`src/rtl/bus_cmd_pkg.sv`:
```
package bus_cmd_pkg;

  localparam int STATUS_W = 2;
  localparam logic [STATUS_W-1:0] ST_READ  = 2'b01;
  localparam logic [STATUS_W-1:0] ST_WRITE = 2'b10;

  typedef enum logic [1:0] {
    PH_IDLE = 2'd0,
    PH_TS   = 2'd1,
    PH_TC   = 2'd2
  } phase_t;

  // strobes from the control FSM to the command datapath
  typedef struct packed {
    logic latchDir;  // a new cycle starts on this edge: capture direction
    logic tsEnd;     // this edge ends Ts
    logic tcOpen;    // Tc that continues past this edge
    logic tcEnd;     // last Tc ends on this edge
  } cmd_ctl_t;

  function automatic logic statusStarts(input logic [STATUS_W-1:0] s);
    return (s == ST_READ) || (s == ST_WRITE);
  endfunction

endpackage

```
`src/rtl/bus_cmd_ctrl.sv`:
```
module bus_cmd_ctrl
  import bus_cmd_pkg::*;
(
  input  logic                clk,
  input  logic                rst,
  input  logic [STATUS_W-1:0] busStatus,
  input  logic                rdyIn,
  output cmd_ctl_t            ctl,
  output logic                cycleActive
);

  phase_t phase, phaseNext;
  logic   startSeen;

  assign startSeen = statusStarts(busStatus);

  always_comb begin
    phaseNext = phase;
    unique case (phase)
      PH_IDLE: if (startSeen) phaseNext = PH_TS;
      PH_TS:   phaseNext = PH_TC;
      PH_TC:   if (rdyIn) phaseNext = startSeen ? PH_TS : PH_IDLE;
      default: phaseNext = PH_IDLE;
    endcase
  end

  always_ff @(posedge clk) begin
    if (rst) phase <= PH_IDLE;
    else     phase <= phaseNext;
  end

  always_comb begin
    ctl.latchDir = (phaseNext == PH_TS);
    ctl.tsEnd    = (phase == PH_TS);
    ctl.tcOpen   = (phase == PH_TC) && !rdyIn;
    ctl.tcEnd    = (phase == PH_TC) && rdyIn;
  end

  assign cycleActive = (phase != PH_IDLE);

  // Ts is one clock, then Tc
  p_ts_to_tc_r3: assert property (@(posedge clk) disable iff (rst)
    phase == PH_TS |=> phase == PH_TC);

  // Tc holds without ready
  p_tc_waits_r4: assert property (@(posedge clk) disable iff (rst)
    (phase == PH_TC && !rdyIn) |=> phase == PH_TC);

  // back-to-back start with no idle clock
  p_back_to_back_r5: assert property (@(posedge clk) disable iff (rst)
    (phase == PH_TC && rdyIn && startSeen) |=> phase == PH_TS);

  // ready ignored in idle
  p_idle_ready_r10: assert property (@(posedge clk) disable iff (rst)
    (phase == PH_IDLE && !startSeen) |=> phase == PH_IDLE);

endmodule

```
`src/rtl/bus_cmd_datapath.sv`:
```
module bus_cmd_datapath
  import bus_cmd_pkg::*;
(
  input  logic                clk,
  input  logic                rst,
  input  logic [STATUS_W-1:0] busStatus,
  input  logic                cmdHold,
  input  cmd_ctl_t            ctl,
  output logic                rdCmdN,
  output logic                wrCmdN
);

  logic isWrite;
  logic cmdOn;

  always_ff @(posedge clk) begin
    if (rst) begin
      isWrite <= 1'b0;
    end else if (ctl.latchDir) begin
      isWrite <= (busStatus == ST_WRITE);
    end
  end

  always_ff @(posedge clk) begin
    if (rst) begin
      cmdOn <= 1'b0;
    end else if (ctl.tsEnd) begin
      cmdOn <= !cmdHold;
    end else if (ctl.tcOpen) begin
      if (!cmdOn) cmdOn <= !cmdHold;
    end else if (ctl.tcEnd) begin
      cmdOn <= 1'b0;
    end
  end

  assign rdCmdN = !(cmdOn && !isWrite);
  assign wrCmdN = !(cmdOn && isWrite);

  // strobe released on the terminating edge
  p_strobe_release_r4: assert property (@(posedge clk) disable iff (rst)
    ctl.tcEnd |=> (rdCmdN && wrCmdN));

  // asserted strobe is sticky within the cycle
  p_strobe_sticky_r8: assert property (@(posedge clk) disable iff (rst)
    (ctl.tcOpen && cmdOn) |=> cmdOn);

  // held-off strobe stays off
  p_hold_delays_r7: assert property (@(posedge clk) disable iff (rst)
    ((ctl.tsEnd || (ctl.tcOpen && !cmdOn)) && cmdHold) |=> (rdCmdN && wrCmdN));

  // direction frozen through Tc
  p_dir_stable_r6: assert property (@(posedge clk) disable iff (rst)
    ctl.tcOpen |=> $stable(isWrite));

endmodule

```
`src/rtl/bus_cmd_timer.sv`:
```
module bus_cmd_timer
  import bus_cmd_pkg::*;
(
  input  logic       clk,
  input  logic       rst,
  input  logic [1:0] busStatus,
  input  logic       cmdHold,
  input  logic       rdyIn,
  output logic       rdCmdN,
  output logic       wrCmdN,
  output logic       cycleActive
);

  cmd_ctl_t ctl;

  bus_cmd_ctrl u_ctrl (
    .clk         (clk),
    .rst         (rst),
    .busStatus   (busStatus),
    .rdyIn       (rdyIn),
    .ctl         (ctl),
    .cycleActive (cycleActive)
  );

  bus_cmd_datapath u_dp (
    .clk       (clk),
    .rst       (rst),
    .busStatus (busStatus),
    .cmdHold   (cmdHold),
    .ctl       (ctl),
    .rdCmdN    (rdCmdN),
    .wrCmdN    (wrCmdN)
  );

  // never both strobes
  p_one_strobe_r9: assert property (@(posedge clk) disable iff (rst)
    !(!rdCmdN && !wrCmdN));

  // strobe only inside an active cycle
  p_strobe_in_cycle_r2: assert property (@(posedge clk) disable iff (rst)
    (!rdCmdN || !wrCmdN) |-> cycleActive);

endmodule

```
`config.mk`:
```
export PLATFORM = sky130hd
export DESIGN_NAME = bus_cmd_timer
export DESIGN_NICKNAME = d
export VERILOG_FILES = /design/src/rtl/bus_cmd_pkg.sv /design/src/rtl/bus_cmd_ctrl.sv /design/src/rtl/bus_cmd_datapath.sv /design/src/rtl/bus_cmd_timer.sv
export SDC_FILE = /design/constraint.sdc
export NUM_CORES = 1
export LEC_CHECK = 0
export CAP_MARGIN = 10
export CORE_AREA = 3 3 40 42
export CTS_CLUSTER_DIAMETER = 80
export DETAILED_ROUTE_END_ITERATION = 10
export DIE_AREA = 0 0 43 45
export DONT_BUFFER_PORTS = 1
export GPL_TIMING_DRIVEN = 0
export PLACE_DENSITY_LB_ADDON = 0.3
export SYNTH_ARGS = -nofsm -noshare
export SYNTH_HDL_FRONTEND = slang
export SYNTH_SLANG_ARGS = --single-unit
```
`constraint.sdc`:
```
create_clock -name clk -period 1.6 [get_ports clk]
set_input_delay 0 -clock clk [delete_from_list [all_inputs] [get_ports clk]]
set_output_delay 0 -clock clk [all_outputs]
set_load 0.01 [all_outputs]
```
# Word-level counts from Yosys, hierarchy flattened
# Index checks and enable logic that the tools add are counted.
dict set report totals {
  in_bits 6
  ram_bits 0
  out_inout_bits 3
  reg_bits 4
  memories 0
  latchBits 0
  elab_cells 29
  romBits 0
}
dict set report op_classes {
  multipliers 0
  n_div 0
  n_eq_ne 5
  shifts 0
  magnitude_cmp 0
  bitwise_logic 0
  n_reduce_logical 13
  n_mux 8
  n_addsub 0
}
# operator n
set op_table {}
lappend op_table {{$eq 2x1->1 const B} 3}
lappend op_table {{$pmux 2 s3} 1}
lappend op_table {{$logic_not 1->1} 5}
lappend op_table {{$mux 1} 5}
lappend op_table {{$eq 2x2->1 const B} 2}
lappend op_table {{$logic_and 1x1->1} 4}
lappend op_table {{$mux 2} 2}
lappend op_table {{$reduce_bool 3->1} 1}
lappend op_table {{$logic_not 2->1} 1}
lappend op_table {{$reduce_bool 2->1} 1}
lappend op_table {{$logic_or 1x1->1} 1}

# Logic depth before layout (Yosys ltp)
# Gate-level depths: netlist of the first run.
dict set report depth {
  word_depth 6
  depth_mapped 6
}

# Hierarchy
# From an unflattened synthesis of the first run, not the netlist that was laid out.
dict set report unflattened {
  cells_unflattened 22
  hier_area_um2 211.5
}
# module instances seq_area_each_um2 cells_per_inst area_each_um2
set by_module_without_submodules {}
lappend by_module_without_submodules {bus_cmd_ctrl 1 40.0 11 112.6}
lappend by_module_without_submodules {bus_cmd_datapath 1 40.0 11 98.8}

# Worst setup path before layout of the first run
# OpenSTA, ideal clock, no wires.
dict set report synth_timing {
  path_type {reg-to-reg}
  start {register u_ctrl.phase[0]}
  end {register u_dp.isWrite}
  setup_time_ps 72
  t_arrival_ps 1324
  period_less_slack_ps 1396
  stages_incl_launch_ff 7
  setup_slack_ps 204
  cell_sequence {dfxtp_1 -> inv_1 -> ha_1 -> and4bb_1 -> nor3_1 -> a21boi_2 -> mux2i_1}
}
dict set report synth_between {
  elab_chain_cells 3
  elab_cells_between_ends 7
  cone_classes {3 x eq/ne; 3 x mux; 1 x reduce/logical}
}
# element line
set synth_rtl {}
lappend synth_rtl {{start, declared} bus_cmd_ctrl.sv:12} ;# phase_t phase, phaseNext;
lappend synth_rtl {{start signal, assigned} bus_cmd_ctrl.sv:29} ;# else phase <= phaseNext;
lappend synth_rtl {{$eq 2x2->1 (tied with other cells)} bus_cmd_ctrl.sv:19} ;# unique case (phase)
lappend synth_rtl {{$pmux 2 s3 *} bus_cmd_ctrl.sv:19}
lappend synth_rtl {{$eq 2x1->1 *} bus_cmd_ctrl.sv:33} ;# ctl.latchDir = (phaseNext == PH_TS);
lappend synth_rtl {{end signal, assigned} bus_cmd_datapath.sv:20} ;# isWrite <= (busStatus == ST_WRITE);
lappend synth_rtl {{end, declared} bus_cmd_datapath.sv:13} ;# logic isWrite;
# Mark *: on every way between the ends. The rest lies on a longest branch, timed or not.
# A chain may end at the register's enable or synchronous reset.

# Final worst setup path of the first run
# Ends and elaborated chain as after synthesis.

==> out/qor.yml, run 1 <==
status:
  status: "completed"
synth:
  synth_top_area_frac: 0.2735
  yosysSeqAreaShare: 0.2735
  synthCells: 33
  synth_area_leaders: "dfxtp_1 (27%), ha_1 (21%), inv_1 (6.4%), a211oi_1 (5.1%), and4bb_1 (4.3%)"
  ys.warnings.count: 0
  synthArstFlopShare: 0
  synth_edf_count: 0
  dominantRegCellSynth: "dfxtp_1"
  avgSynthCellArea_sq_um: 8.872
  synth_area_sq_um: 292.8
  synth_common_cells: "ha_1 (5), inv_1 (5), dfxtp_1 (4)"
  post_synth_num_cell_types: 17
  synth.largest_area_cell: "dfxtp_1"
  syn-num-nets: 44
  synth-seq-cells: 4
sta:
  fin_ws_ns: 0.1091
  fmax_mhz: 670.7
  maxSlewViolCount: 0
  slew_headroom: 0.8430
  setup-violations-final: 0
  final.setup.tns_ns: 0
  hold_violations: 0
  period_minus_slack_ns: 1.491
  tightest_slew_ns: 0.2339
  rsz0062_at_grt: "false"
  skew_ns: 0.003260
  fin_crit_sh: 0.9318
flow_run:
  cap_violations: 0
power:
  p_per_area_mw_per_mm2: 953.1
  p_leak_uw: 0.0001576
  p_total_uw: 341.1
  vdd_drop_max_mv: 0.2863
floorplan:
  start_util: 0.2278
  die_area_sq_mm: 0.001935
  die_w_um: 43
  fp.dieH_um: 45
  io_pins: 9
  fp.coreArea_sq_mm: 0.001285
  placement_rows: 13
worst_setup_path:
  cp_slowest_cell: "dfxtp_4"
  startpoint_type: "flip-flop"
  worstSetupPathType: "reg -> reg"
  endpoint_kind: "flip-flop"
  reg2reg_depth: 6
  crit_chain: "inv_1, ha_1, and4bb_1, nor3_1, a21boi_2, mux2i_1"
  critPathBufInv: 1
  critPathTopFamily: "simple AND/OR/NAND/NOR gates"
  r2r_setup_slack_ns: 0.11
  r2r_start: "u_ctrl.phase[0]"
  max_stage_delay_ns: 0.36
  crit_arrival_ns: 1.65
  r2r-end: "u_dp.isWrite"
  critPathMaxFanout: 6
  crit_required_ns: 1.76
place:
  gp_congestion: 0.6147
  place_area_sq_um: 311.5
  place_ws_ns: 0.02817
  port_buffers: 0
  numPlacedInstances: 48
drt:
  drcViolationCount: 0
  wire_per_inst_um: 9.981
  wl_met1_um: 284
  wl_met3_um: 55
  ant_nets: 0
  vias: 231
  wl_met2_um: 189
  via_per_inst: 4.358
  firstDrtPassIters: 2
  highest_layer: "met3"
  drt_iter0_markers: 1
  wl_um: 529
clocking:
  cts_buffer_depth: 2
  htree_levels: 1
  cts_buffers: 3
  path_clk_slew_ns: 0.04
  cts_tree: "done"
  clk_latency_ns: 0.23
  clockRootBuffer: "clkbuf_4"
  cts.sinks: 4
min_path:
  hold_end: "u_dp.cmdOn"
  whs_path_depth: 3
  hp-start: "cmdHold"
  holdCritPathClass: "in -> reg"
grt:
  antenna_found_initial: 0
  grt_use_total: 0.07238
  grt_first_pass_wirelength_um: 938
  overflow: 0
  grt_max_degree: 7
  grt_pass1_vias: 231
layout:
  final_cells: 53
  insertedDiodeCount: 0
  area_growth_syn_to_layout_pct: 22.22
  postLayoutCellArea_sq_um: 357.8
  drive_above_1_share: 0.1579
  nNetsFinal: 51
## worst max-delay path by stage
stage / from / end / depth (start not counted)
3_3_place_gp: u_ctrl.phase[0] / u_dp.isWrite / 6
5_1_grt: u_ctrl.phase[0] / u_dp.isWrite / 6
3_5_place_dp: u_ctrl.phase[0] / u_dp.isWrite / 6
4_1_cts: u_ctrl.phase[0] / u_dp.isWrite / 6
6_report: u_ctrl.phase[0] / u_dp.isWrite / 6
2_1_floorplan: u_ctrl.phase[0] / u_dp.isWrite / 6
## worst min-delay path: stages
cell and delay, ns:
inv_1 0.02, a21oi_1 0.13, a211oi_1 0.06
## per-stage QoR
step	hold slack (ns)	util
floorplan	0.07276	-
global placement	0.07867	0.2425
detailed placement	0.08024	0.2425
CTS	0.02469	0.2756
global route	0.05841	0.2785
finish	0.03095	0.2785
## sequential cells by signal, indices dropped and copies added (netlist names)
register and count:
u_dp.isWrite 1, u_ctrl.phase 2, u_dp.cmdOn 1
## timing repair
| item | 4_1_cts | 5_1_grt |
|---|---|---|
| setup endpoints to repair | 0 | 1 |
| endpoints found under the hold margin | 4 | 0 |
| buffers inserted | 0 | 0 |
| resized for setup | 0 | 2 |
| hold buffers | 2 | 0 |
## cell usage in the layout, fill, tap and decap left out
cell type      netlist  routed
o21ai_1              2       2
a21boi_2             1       1
a211oi_1             2       2
dlygate4sd3_1        0       2
and4bb_1             1       1
ha_1                 5       5
clkbuf_4             0       3
mux2i_1              1       1
o21ba_2              1       1
inv_1                5       5
nor2b_1              1       1
nor3_1               1       1
or2_0                1       1
nand2_1              2       2
and2b_1              1       1
dfxtp_4              0       1
nand2b_1             2       2
or2b_1               1       1
dfxtp_1              4       3
a21oi_1              2       2
## report_power, final
| part | switching, uW | internal, uW |
|---|---|---|
| combinational | 46.4 | 45.2 |
| clock | 38.5 | 83.7 |
| sequential | 13.3 | 114 |
| total | 98.2 | 243 |
## layer usage
layer | GRT usage | up-vias
li1 | - | 121
met1 | 0.08894 | 100
met2 | 0.07784 | 10
met3 | 0.07171 | 0
met4 | 0.03614 | 0
met5 | 0 | -
## final cells by class
type / instances / area, sq um
Fill cell: 150 / 927.1
Multi-Input combinational cell: 24 / 193.9
Sequential cell: 4 / 83.83
Clock buffer: 3 / 22.52
Timing Repair Buffer: 2 / 20.02
Inverter: 5 / 18.77
Tap cell: 15 / 18.77
## logic make-up (layout without fill, tap and decap cells)
family                   after synthesis  in the layout  share of synthesized area
AO/OA/AOI/OAI                          8              8                     0.1923
adder cells (fa/ha/maj)                5              5                     0.2137
buffers and inverters                  5             10                    0.06411
flip-flops                             4              4                     0.2735
multiplexers                           1              1                    0.03419
AND/OR/NAND/NOR                       10             10                     0.2222
No activity file was read; power rests on OpenSTA's default activity.
==> run 2, diff against run 1 <==
--- a/config.mk
+++ b/config.mk
@@ -5,6 +5,7 @@
 export SDC_FILE = /design/constraint.sdc
 export NUM_CORES = 1
 export LEC_CHECK = 0
+export ABC_AREA = 1
 export CAP_MARGIN = 10
 export CORE_AREA = 3 3 40 42
 export CTS_CLUSTER_DIAMETER = 80
@@ -13,6 +14,7 @@
 export DONT_BUFFER_PORTS = 1
 export GPL_TIMING_DRIVEN = 0
 export PLACE_DENSITY_LB_ADDON = 0.3
+export SETUP_SLACK_MARGIN = 0.3
 export SYNTH_ARGS = -nofsm -noshare
 export SYNTH_HDL_FRONTEND = slang
 export SYNTH_SLANG_ARGS = --single-unit
==> run 2 against run 1 <==
Compared with the run above: global-route usage fell by 1.3 points; core utilization rose by 1.9 points; via count rose by 13%.
==> out/qor.yml, run 2 <==
synth:
  synth_most_common_cell: "nand2_1"
  synth_area_leaders: "dfxtp_1 (26%), ha_1 (20%), nand2_1 (16%), inv_1 (11%), nor2_1 (4.9%)"  # was dfxtp_1 (27%), ha_1 (21%), inv_1 (6.4%), a211oi_1 (5.1%), and4bb_1 (4.3%)
  synth_common_cells: "nand2_1 (13), inv_1 (9), ha_1 (5)"  # was ha_1 (5), inv_1 (5), dfxtp_1 (4)
  synthArstFlopShare: 0  # unchanged
  synth_area_sq_um: 305.3  # was 292.8 sq um
  synth_edf_count: 0  # unchanged
  yosysSeqAreaShare: 0.2623  # was 0.2735
  synthCells: 46  # was 33
  dominantRegCellSynth: "dfxtp_1"  # unchanged
  ys.warnings.count: 0  # unchanged
  post_synth_num_cell_types: 13  # was 17
  synth_top_area_frac: 0.2623  # was 0.2735
  syn-num-nets: 57  # was 44
  synth.largest_area_cell: "dfxtp_1"  # unchanged
  avgSynthCellArea_sq_um: 6.637  # was 8.872 sq um
  synth-seq-cells: 4  # unchanged
min_path:
  whs_path_depth: 5  # was 3
  hold_end: "u_dp.cmdOn"  # unchanged
  hp-start: "rdyIn"  # was cmdHold
  holdCritPathClass: "in -> reg"  # unchanged
layout:
  top_regs: "u_ctrl.phase: 2 flops, u_dp.cmdOn: 1 flops, u_dp.isWrite: 1 flops"  # unchanged
  layout_common_cells: "nand2_1 (13), inv_1 (9), nor2_1 (4), ha_1 (4), clkbuf_4 (3)"  # was inv_1 (5), ha_1 (5), clkbuf_4 (3), dfxtp_1 (3)
  seq_area_sq_um: 82.58  # was 83.83 sq um
  regMostFlops: "u_ctrl.phase"  # unchanged
  insertedDiodeCount: 0  # unchanged
  nFillCells: 140  # was 150
  multi_input_area_sq_um: 196.4  # was 193.9 sq um
  final_common_cell: "nand2_1"
  area_growth_syn_to_layout_pct: 25.00  # was 22.22%
  nNetsFinal: 64  # was 51
  drive_above_1_share: 0.2157  # was 0.1579
  final_cells: 66  # was 53
  largest_reg_flops: 2  # unchanged
grt:
  overflow: 0  # unchanged
  grt_use_total: 0.05902  # was 0.07238
  grt_first_pass_wirelength_um: 786  # was 938 um
  antenna_found_initial: 0  # unchanged
  grt_pass1_vias: 217  # was 231
  grt_max_degree: 7  # unchanged
drt:
  wl_um: 504  # was 529 um
  ant_nets: 0  # unchanged
  vias: 262  # was 231
  wire_per_inst_um: 7.636  # was 9.981 um
  drt_iter0_markers: 5  # was 1
  drcViolationCount: 0  # unchanged
  firstDrtPassIters: 4  # was 2
  via_per_inst: 3.970  # was 4.358
place:
  place_hpwl_um: 429.7
  port_buffers: 0  # unchanged
  gp_congestion: 0.6528  # was 0.6147
  numPlacedInstances: 61  # was 48
worst_setup_path:
  reg2reg_depth: 9  # was 6
  critPathMaxFanout: 6  # unchanged
  endpoint_kind: "flip-flop"  # unchanged
  crit_arrival_ns: 1.35  # was 1.65 ns
  r2r_start: "u_ctrl.phase[0]"  # unchanged
  r2r-end: "u_dp.isWrite"  # unchanged
  worstSetupPathType: "reg -> reg"  # unchanged
  crit_required_ns: 1.76  # about the same
  startpoint_type: "flip-flop"  # unchanged
  r2r_setup_slack_ns: 0.42  # was 0.11 ns
floorplan:
  fp.dieH_um: 45  # unchanged
  die_w_um: 43  # unchanged
  die_area_sq_mm: 0.001935  # unchanged
  fp.coreArea_sq_mm: 0.001285  # unchanged
  placement_rows: 13  # unchanged
  io_pins: 9  # unchanged
  start_util: 0.2376  # was 0.2278
sta:
  maxSlewViolCount: 0  # unchanged
  period_minus_slack_ns: 1.183  # was 1.491 ns
  tightest_slew_ns: 0.1451  # was 0.2339 ns
  skew_ns: 0.003847  # was 0.003260 ns
  rsz0062_at_grt: "false"  # unchanged
  hold_violations: 0  # unchanged
  fmax_mhz: 845.2  # was 670.7 MHz
  fin_crit_sh: 0.7395  # was 0.9318
  final.setup.tns_ns: 0  # unchanged
  setup-violations-final: 0  # unchanged
  slew_headroom: 0.9030  # was 0.8430
flow_run:
  cap_violations: 0  # unchanged
power:
  vdd_drop_max_mv: 0.2167  # was 0.2863 mV
  p_per_area_mw_per_mm2: 937.6  # was 953.1 mW/mm^2
  p_total_uw: 357.8  # was 341.1 uW
  p_leak_uw: 0.0001973  # was 0.0001576 uW
clocking:
  cts_buffers: 3  # unchanged
  cts_buffer_depth: 2  # unchanged
  htree_levels: 1  # unchanged
  cts_tree: "done"  # unchanged
  clk_latency_ns: 0.23  # about the same
  post_cts_buffers: 0  # unchanged
  clockRootBuffer: "clkbuf_4"  # unchanged
  path_clk_slew_ns: 0.04  # about the same
  cts.sinks: 4  # unchanged
status:
  status: "completed"  # unchanged
## run 2: changes by cell type after synthesis, sizes merged, moves of 2 or more
cell,before,now
a211oi,2,0
inv,5,11
nand2,2,14
nand2b,2,0
nand3,0,2
nor2,0,6
## run 2: worst max-delay path by stage
stage | cells after the start | startpoint | endpoint | slack (ns)
3_3_place_gp | 9 | u_ctrl.phase[0] | u_dp.isWrite | 0.31
4_1_cts | 9 | u_ctrl.phase[0] | u_dp.isWrite | 0.34
6_report | 9 | u_ctrl.phase[0] | u_dp.isWrite | 0.42
3_5_place_dp | 9 | u_ctrl.phase[0] | u_dp.isWrite | 0.30
2_1_floorplan | 9 | u_ctrl.phase[0] | u_dp.isWrite | 0.44
5_1_grt | 9 | u_ctrl.phase[0] | u_dp.isWrite | 0.30
## run 2: cells by family (layout without fill, tap and decap cells)
family | count (synthesis) | in the layout | synth area share
buf+inv | 11 | 16 | 0.1352
fa+ha+maj | 5 | 5 | 0.2049
flops | 4 | 4 | 0.2623
compound gates | 2 | 2 | 0.03276
simple gates | 24 | 24 | 0.3648
## run 2: routing by layer
| layer | wire [um] | track usage | part of all wire |
|---|---|---|---|
| met5 | 0 | 0 | 0 |
| met4 | 0 | 0.05422 | 0 |
| met3 | 22 | 0.03586 | 0.044 |
| met2 | 224 | 0.07485 | 0.44 |
| met1 | 257 | 0.06715 | 0.51 |
## run 2: power by group
part           internal, uW  switching [uW]  total (uW)
Combinational          43.1            67.0         110
Clock                  83.6            37.1         121
Sequential              116            11.4         127
Total                   242             116         358
## run 2: layout make-up
cell class / instances / share of cell area
Multi-Input combinational cell: 31 / 0.5148
Sequential cell: 4 / 0.2164
Inverter: 11 / 0.1082
Clock buffer: 3 / 0.05902
Tap cell: 15 / 0.04918
Timing Repair Buffer: 2 / 0.05246
## run 2: worst max-delay path: stages (launching register included)
cell and delay [ns]:
dfxtp_2 0.34, inv_2 0.08, ha_4 0.17, nand2_4 0.07
nor2_2 0.04, nor2_2 0.14, nand3_1 0.09, nand2_1 0.06
inv_1 0.03, nor2_1 0.09
## run 2: through the flow
stage	hold slack, ns	instance area, sq um	setup WS [ns]	utilization
CTS	0.06424	367.9	0.3406	0.2863
finish	0.06887	381.6	0.4169	0.2970
detailed placement	0.07334	324.1	0.3044	0.2522
floorplan	0.06907	305.3	0.4387	-
global route	0.09601	381.6	0.2960	0.2970
global placement	0.07159	324.1	0.3102	0.2522
## run 2: timing repair
item                                   CTS  global route
hold buffers                             2             0
setup endpoints to repair                1             1
endpoints found under the hold margin    4             0
gates resized for setup                  1             3
pin swaps                                0             1
